--- src/rtl/tc_pkg.sv ---
package tc_pkg;

    typedef enum logic [2:0] {
        A_FREQ  = 3'd0,
        A_PHASE = 3'd1,
        A_COUNT = 3'd2,
        A_CMD   = 3'd3,
        A_SIN   = 3'd4,
        A_COS   = 3'd5,
        A_STAT  = 3'd6
    } reg_addr_e;

    localparam int CMD_GO    = 0;
    localparam int CMD_ABORT = 1;

    // Rational sine approximation over one half period of 'half' steps.
    function automatic int sine_entry(int k, int half, int amp);
        int kk;
        int p;
        int mag;
        kk  = (k >= half) ? k - half : k;
        p   = kk * (half - kk);
        mag = (amp * 16 * p) / (5 * half * half - 4 * p);
        return (k >= half) ? -mag : mag;
    endfunction

endpackage

--- src/rtl/tc_nco.sv ---
module tc_nco #(
    parameter int PH_W     = 32,
    parameter int TBL_BITS = 8,
    parameter int SAMP_W   = 8,
    parameter int AMP      = 127
) (
    input  logic                     clk,
    input  logic                     rst_n,
    input  logic                     load,
    input  logic [PH_W-1:0]          load_val,
    input  logic                     step,
    input  logic [PH_W-1:0]          freq,
    output logic signed [SAMP_W-1:0] sin_o,
    output logic signed [SAMP_W-1:0] cos_o
);
    localparam int TBL  = 1 << TBL_BITS;
    localparam int HALF = TBL / 2;
    localparam int QTR  = TBL / 4;

    logic signed [SAMP_W-1:0] rom [TBL];

    for (genvar k = 0; k < TBL; k++) begin : g_rom
        assign rom[k] = SAMP_W'(tc_pkg::sine_entry(k, HALF, AMP));
    end

    logic [PH_W-1:0]     phase_d, phase_q;
    logic [TBL_BITS-1:0] sidx, cidx;

    always_comb begin
        phase_d = phase_q;
        if (load)      phase_d = load_val;
        else if (step) phase_d = phase_q + freq;
    end

    always_ff @(posedge clk or negedge rst_n) begin
        if (!rst_n) phase_q <= '0;
        else        phase_q <= phase_d;
    end

    assign sidx  = phase_q[PH_W-1 -: TBL_BITS];
    assign cidx  = sidx + TBL_BITS'(QTR);
    assign sin_o = rom[sidx];
    assign cos_o = rom[cidx];
endmodule

--- src/rtl/tc_sat_acc.sv ---
module tc_sat_acc #(
    parameter int ACC_W  = 32,
    parameter int SAMP_W = 8
) (
    input  logic                     clk,
    input  logic                     rst_n,
    input  logic                     clr,
    input  logic                     en,
    input  logic                     up,
    input  logic signed [SAMP_W-1:0] val,
    output logic signed [ACC_W-1:0]  acc_o
);
    localparam logic signed [ACC_W-1:0] MAXV = {1'b0, {(ACC_W-1){1'b1}}};
    localparam logic signed [ACC_W-1:0] MINV = {1'b1, {(ACC_W-1){1'b0}}};

    logic signed [ACC_W-1:0] acc_d, acc_q;
    logic signed [ACC_W:0]   wide, vx, sum;

    always_comb begin
        wide  = (ACC_W+1)'(acc_q);
        vx    = (ACC_W+1)'(val);
        sum   = up ? wide + vx : wide - vx;
        acc_d = acc_q;
        if (clr) begin
            acc_d = '0;
        end else if (en) begin
            if (sum[ACC_W] != sum[ACC_W-1]) acc_d = sum[ACC_W] ? MINV : MAXV;
            else                            acc_d = sum[ACC_W-1:0];
        end
    end

    always_ff @(posedge clk or negedge rst_n) begin
        if (!rst_n) acc_q <= '0;
        else        acc_q <= acc_d;
    end

    assign acc_o = acc_q;
endmodule

--- src/rtl/tone_correlator.sv ---
module tone_correlator #(
    parameter int PH_W     = 32,
    parameter int TBL_BITS = 8,
    parameter int SAMP_W   = 8,
    parameter int AMP      = 127,
    parameter int ACC_W    = 32,
    parameter int CNT_W    = 32,
    parameter int BUS_W    = 32
) (
    input  logic             clk,
    input  logic             rst_n,
    input  logic             cfg_we,
    input  logic [2:0]       cfg_addr,
    input  logic [BUS_W-1:0] cfg_wdata,
    input  logic [2:0]       rd_addr,
    output logic [BUS_W-1:0] rd_data,
    input  logic             bit_in,
    input  logic             bit_stb
);
    import tc_pkg::*;

    localparam int NCH = 2;

    typedef struct packed {
        logic [PH_W-1:0]  freq;
        logic [PH_W-1:0]  phase0;
        logic [CNT_W-1:0] count_cfg;
        logic [CNT_W-1:0] left;
        logic             busy;
        logic             done;
    } ctl_t;

    ctl_t ctl_d, ctl_q;
    logic start_go, abort_go, take, cmd_wr;
    logic busy_q, done_q;
    logic [CNT_W-1:0] left_q;
    logic signed [SAMP_W-1:0] ref_v [NCH];
    logic signed [ACC_W-1:0]  acc_v [NCH];
    logic signed [ACC_W-1:0]  sin_acc, cos_acc;

    always_comb begin
        ctl_d    = ctl_q;
        cmd_wr   = cfg_we && (cfg_addr == 3'(A_CMD));
        abort_go = cmd_wr && cfg_wdata[CMD_ABORT] && ctl_q.busy;
        start_go = cmd_wr && cfg_wdata[CMD_GO] && !cfg_wdata[CMD_ABORT] && !ctl_q.busy;
        take     = ctl_q.busy && bit_stb;
        if (cfg_we && cfg_addr == 3'(A_FREQ))  ctl_d.freq      = cfg_wdata[PH_W-1:0];
        if (cfg_we && cfg_addr == 3'(A_PHASE)) ctl_d.phase0    = cfg_wdata[PH_W-1:0];
        if (cfg_we && cfg_addr == 3'(A_COUNT)) ctl_d.count_cfg = cfg_wdata[CNT_W-1:0];
        if (abort_go) begin
            ctl_d.busy = 1'b0;
        end else if (start_go) begin
            ctl_d.left = ctl_q.count_cfg;
            ctl_d.busy = (ctl_q.count_cfg != '0);
            ctl_d.done = (ctl_q.count_cfg == '0);
        end else if (take) begin
            ctl_d.left = ctl_q.left - 1'b1;
            if (ctl_q.left == CNT_W'(1)) begin
                ctl_d.busy = 1'b0;
                ctl_d.done = 1'b1;
            end
        end
    end

    always_ff @(posedge clk or negedge rst_n) begin
        if (!rst_n) ctl_q <= '0;
        else        ctl_q <= ctl_d;
    end

    assign busy_q = ctl_q.busy;
    assign done_q = ctl_q.done;
    assign left_q = ctl_q.left;

    tc_nco #(.PH_W(PH_W), .TBL_BITS(TBL_BITS), .SAMP_W(SAMP_W), .AMP(AMP)) u_nco (
        .clk     (clk),
        .rst_n   (rst_n),
        .load    (start_go),
        .load_val(ctl_q.phase0),
        .step    (take),
        .freq    (ctl_q.freq),
        .sin_o   (ref_v[0]),
        .cos_o   (ref_v[1])
    );

    for (genvar ch = 0; ch < NCH; ch++) begin : g_acc
        tc_sat_acc #(.ACC_W(ACC_W), .SAMP_W(SAMP_W)) u_acc (
            .clk  (clk),
            .rst_n(rst_n),
            .clr  (start_go),
            .en   (take),
            .up   (bit_in),
            .val  (ref_v[ch]),
            .acc_o(acc_v[ch])
        );
    end

    assign sin_acc = acc_v[0];
    assign cos_acc = acc_v[1];

    always_comb begin
        rd_data = '0;
        case (rd_addr)
            3'(A_FREQ):  rd_data = BUS_W'(ctl_q.freq);
            3'(A_PHASE): rd_data = BUS_W'(ctl_q.phase0);
            3'(A_COUNT): rd_data = BUS_W'(ctl_q.count_cfg);
            3'(A_SIN):   rd_data = BUS_W'(sin_acc);
            3'(A_COS):   rd_data = BUS_W'(cos_acc);
            3'(A_STAT):  rd_data = BUS_W'({ctl_q.busy, ctl_q.done});
            default:     rd_data = '0;
        endcase
    end
endmodule

--- config.mk ---
export PLATFORM = sky130hd
export DESIGN_NAME = tone_correlator
export DESIGN_NICKNAME = d
export VERILOG_FILES = /design/src/rtl/tc_pkg.sv /design/src/rtl/tc_nco.sv /design/src/rtl/tc_sat_acc.sv /design/src/rtl/tone_correlator.sv
export SDC_FILE = /design/constraint.sdc
export NUM_CORES = 1
export LEC_CHECK = 0
export BUFFER_PORTS_ARGS = -buffer_cell sky130_fd_sc_hd__buf_2
export CAP_MARGIN = 30
export CORE_ASPECT_RATIO = 1.75
export CORE_MARGIN = 10
export CORE_UTILIZATION = 55
export CTS_CLUSTER_SIZE = 14
export DETAILED_ROUTE_END_ITERATION = 8
export HOLD_SLACK_MARGIN = 0.06
export PLACE_DENSITY_LB_ADDON = 0.12
export SYNTH_ARGS = -nofsm -noshare
export SYNTH_HDL_FRONTEND = slang
export SYNTH_HIERARCHICAL = 1
export SYNTH_SLANG_ARGS = --single-unit
--- constraint.sdc ---
create_clock -name clk -period 9.25 [get_ports clk]
set_clock_uncertainty 0.2 [all_clocks]
set_input_delay 0.4625 -clock clk [delete_from_list [all_inputs] [get_ports clk]]
set_output_delay 0.4625 -clock clk [all_outputs]
set_load 0.01 [all_outputs]
==> impl_metrics.env <==
export IMPL_wl_met1_um=26000
export IMPL_finalSetupTns_ns=0
export IMPL_wirelength_um=71200
export IMPL_cts_buffer_depth=3
export IMPL_irDropWorstVdd_v=0.000324
export IMPL_clock_sinks=226
export IMPL_async_flop_share_pct=100
export IMPL_h_tree_depth=1
export IMPL_ant_nets=0
export IMPL_wl_met2_um=35700
export IMPL_dr_total_vias=18800
export IMPL_grt_overflow=0
export IMPL_end_kind="flop"
export IMPL_synth_seq_cells=226
export IMPL_drive_gt1_share_pct=15.1
export IMPL_via_per_inst=6.77
export IMPL_status="finished clean"
export IMPL_synth_edff_count=0
export IMPL_grt_pass1_vias=18700
export IMPL_numPortBuffers=74
export IMPL_drc=0
export IMPL_max_freq_mhz=123
export IMPL_start_util_pct=55.7
export IMPL_min_period_ns=8.12
export IMPL_setup_viol=0
export IMPL_dr_pass1_iters=7
export IMPL_drv_slew=0
export IMPL_cp_common_cell="ha_1"
export IMPL_rsz0062_at_grt="false"
export IMPL_place_inst=2708
export IMPL_tritoncts="built"
export IMPL_mostFrequentLayoutCells="dfrtp_1, a21oi_1, nand2_1"
export IMPL_yosys_warnings=6
export IMPL_cts_setup_buffers=0
export IMPL_dominantRegCellSynth="dfrtp_1"
export IMPL_syn_to_final_growth_pct=8.93
export IMPL_netlist_area_um2=19600
export IMPL_topRoutingLayerUsed="met4"
export IMPL_grt_pass1_wl_um=109000
export IMPL_drt_first_iter_violations=1634
export IMPL_final_common_cell="dfrtp_1"
export IMPL_p_leak_nw=9.02
export IMPL_grt_start_max_net_pins=102
export IMPL_track_usage_pct=31.3
export IMPL_hold_class="flop to flop"
export IMPL_avgRoutedWirePerCell_um=25.6
export IMPL_finalHoldViolCount=0
export IMPL_critPathSlowestCell="dfrtp_1"
export IMPL_fp_dieW_um=163
export IMPL_arrival_ns=8.40
export IMPL_maxCapViolCount=0
export IMPL_worstPathMaxFanout=21
export IMPL_place_congestion=1.08
export IMPL_syn_num_nets=2456
export IMPL_wl_met3_um=3870
export IMPL_coreArea_um2=35200
export IMPL_worst_pin_slew_ns=0.963
export IMPL_worst_path_largest_cell_delay_ns=0.68
export IMPL_worstSetupStartpointType="flop"
export IMPL_synth_distinct_cells=97
export IMPL_grt_antenna_before_repair=0
export IMPL_nNetsFinal=2473
export IMPL_hpwl_um=53100
export IMPL_cp_required_ns=9.53
export IMPL_syn_area_per_cell_um2=8.58
export IMPL_final_cells=2782
export IMPL_p_per_area_nw_per_um2=454
export IMPL_diodes=0
export IMPL_die_h_um=270
export IMPL_die_area_um2=43900
export IMPL_period_share_pct=87.8
export IMPL_clk_latency_ns=0.56
export IMPL_clk_root_buffer_cell="clkbuf_16"
export IMPL_path_class="flop to flop"
export IMPL_relSlewSlack_pct=35.6
export IMPL_cts_buffers=24
export IMPL_synthCells=2285
export IMPL_num_rows=91
export IMPL_ioPinCount=75
export IMPL_clkTransAtPathRegs_ns=0.07
export IMPL_yosysSeqAreaShare_pct=28.9
-- kinds of logic (layout without fill, tap and decap cells) --
group / after synthesis / after routing / share of synthesized area, %
adders and majority gates: 128 / 128 / 8.29
buffers and inverters: 228 / 260 / 4.94
muxes: 183 / 183 / 10.2
DFF: 226 / 226 / 28.9
AOI/OAI and AO/OA: 784 / 784 / 27.1
and+or+nand+nor: 635 / 635 / 16.0
xor gates and xnor gates: 101 / 101 / 4.55
-- report_power, final --
part           total (mW)  internal [mW]  switching (mW)
Sequential           1.87           1.34           0.532
Clock               0.981          0.539           0.442
Combinational        6.84           2.57            4.26
-- state kept, by name (all words and copies together), names as in the netlist --
signal	cells
g_acc.u_acc/acc_o	64
u_nco/phase_q	32
busy_q	1
left_q	32
ctl_q	96
done_q	1
-- critical path: cells and delay by family (launching register included) --
family	cells	cell delay (ns)
xor+xnor	1	0.13
flops	1	0.68
fa+ha+maj	4	1.25
simple gates	8	2.27
compound gates	12	2.29
buf+inv	3	0.89
mux	1	0.33
-- repair_timing --
action                    in CTS  in global routing
hold endpoints to repair     195                  0
hold buffers                  33                  0
resized for setup              0                  0
-- routing by layer --
metal | global-route usage (%) | up-vias
met5 | 0 | -
met4 | 21.5 | 0
met3 | 3.74 | 238
met2 | 54.4 | 820
met1 | 34.6 | 9236
li1 | - | 8553
-- layout make-up --
type                    count  area, um^2
repair buffers            148        1060
flip-flops and latches    226        5660
clock buffers              30         663
fillers                  3147       13800
inverters                  71         268
clock inverters            11         108
multi-input cells        1831       13000
well taps                 465         582
-- cells in the mapped netlist, types with 6 or more instances --
| master | instances | area [um^2] |
|---|---|---|
| a211oi_1 | 19 | 143 |
| a21o_1 | 44 | 330 |
| a21oi_1 | 212 | 1060 |
| a221o_1 | 32 | 320 |
| a22oi_1 | 33 | 248 |
| a31oi_1 | 24 | 150 |
| a41oi_1 | 31 | 272 |
| and2_1 | 36 | 225 |
| and3_1 | 11 | 68.8 |
| buf_1 | 22 | 82.6 |
| buf_2 | 13 | 65.1 |
| buf_6 | 11 | 124 |
| clkbuf_1 | 107 | 402 |
| dfrtp_1 | 226 | 5660 |
| ha_1 | 125 | 1560 |
| inv_1 | 67 | 251 |
| mux2_2 | 112 | 1260 |
| mux2i_1 | 69 | 691 |
| nand2_1 | 195 | 732 |
| nand2b_1 | 26 | 163 |
| nand3_1 | 47 | 235 |
| nand4_1 | 22 | 138 |
| nor2_1 | 147 | 552 |
| nor2b_1 | 24 | 150 |
| nor3_1 | 35 | 175 |
| nor4_1 | 18 | 113 |
| o211ai_1 | 30 | 225 |
| o21a_1 | 10 | 75.1 |
| o21ai_0 | 161 | 806 |
| o21ai_1 | 10 | 50.1 |
| o21bai_1 | 17 | 128 |
| o221ai_1 | 14 | 123 |
| o22ai_1 | 26 | 163 |
| o2bb2ai_1 | 9 | 78.8 |
| o311ai_0 | 6 | 52.6 |
| o31a_1 | 6 | 52.6 |
| o31ai_1 | 7 | 52.6 |
| o31ai_2 | 30 | 375 |
| or2_2 | 8 | 50.1 |
| or3_1 | 23 | 144 |
| or4_1 | 12 | 90.1 |
| xnor2_1 | 49 | 429 |
| xor2_1 | 51 | 447 |
-- stage by stage --
step | util, % | instance area (um^2) | setup WS (ns) | power (mW) | hold WS, ns
floorplan | - | 19600 | 2.39 | 6.68 | -0.0331
global placement | 57.3 | 20200 | 1.38 | 8.42 | 0.290
finish | 60.7 | 21300 | 1.13 | 9.69 | 0.317
global route | 60.7 | 21300 | 0.653 | 10.4 | 0.346
CTS | 60.7 | 21300 | 1.27 | 9.53 | 0.312
detailed placement | 57.5 | 20200 | 1.30 | 8.51 | 0.295
-- worst paths after layout --
kind                                       endpoint  cells past startpoint  slack, ns               from
min in group asynchronous   g_acc[0].u_acc/acc_o[4]                      2       0.35              rst_n
max                        g_acc[0].u_acc/acc_o[15]                     29       1.13  u_nco/phase_q[24]
min                                u_nco/phase_q[0]                      2       0.32          ctl_q[66]
max reg2reg                g_acc[0].u_acc/acc_o[15]                     29       1.13  u_nco/phase_q[24]
min reg2reg                        u_nco/phase_q[0]                      2       0.32          ctl_q[66]
max in group asynchronous                ctl_q[104]                      4       6.26              rst_n
Note: power is estimated with default switching activity, not from simulation.
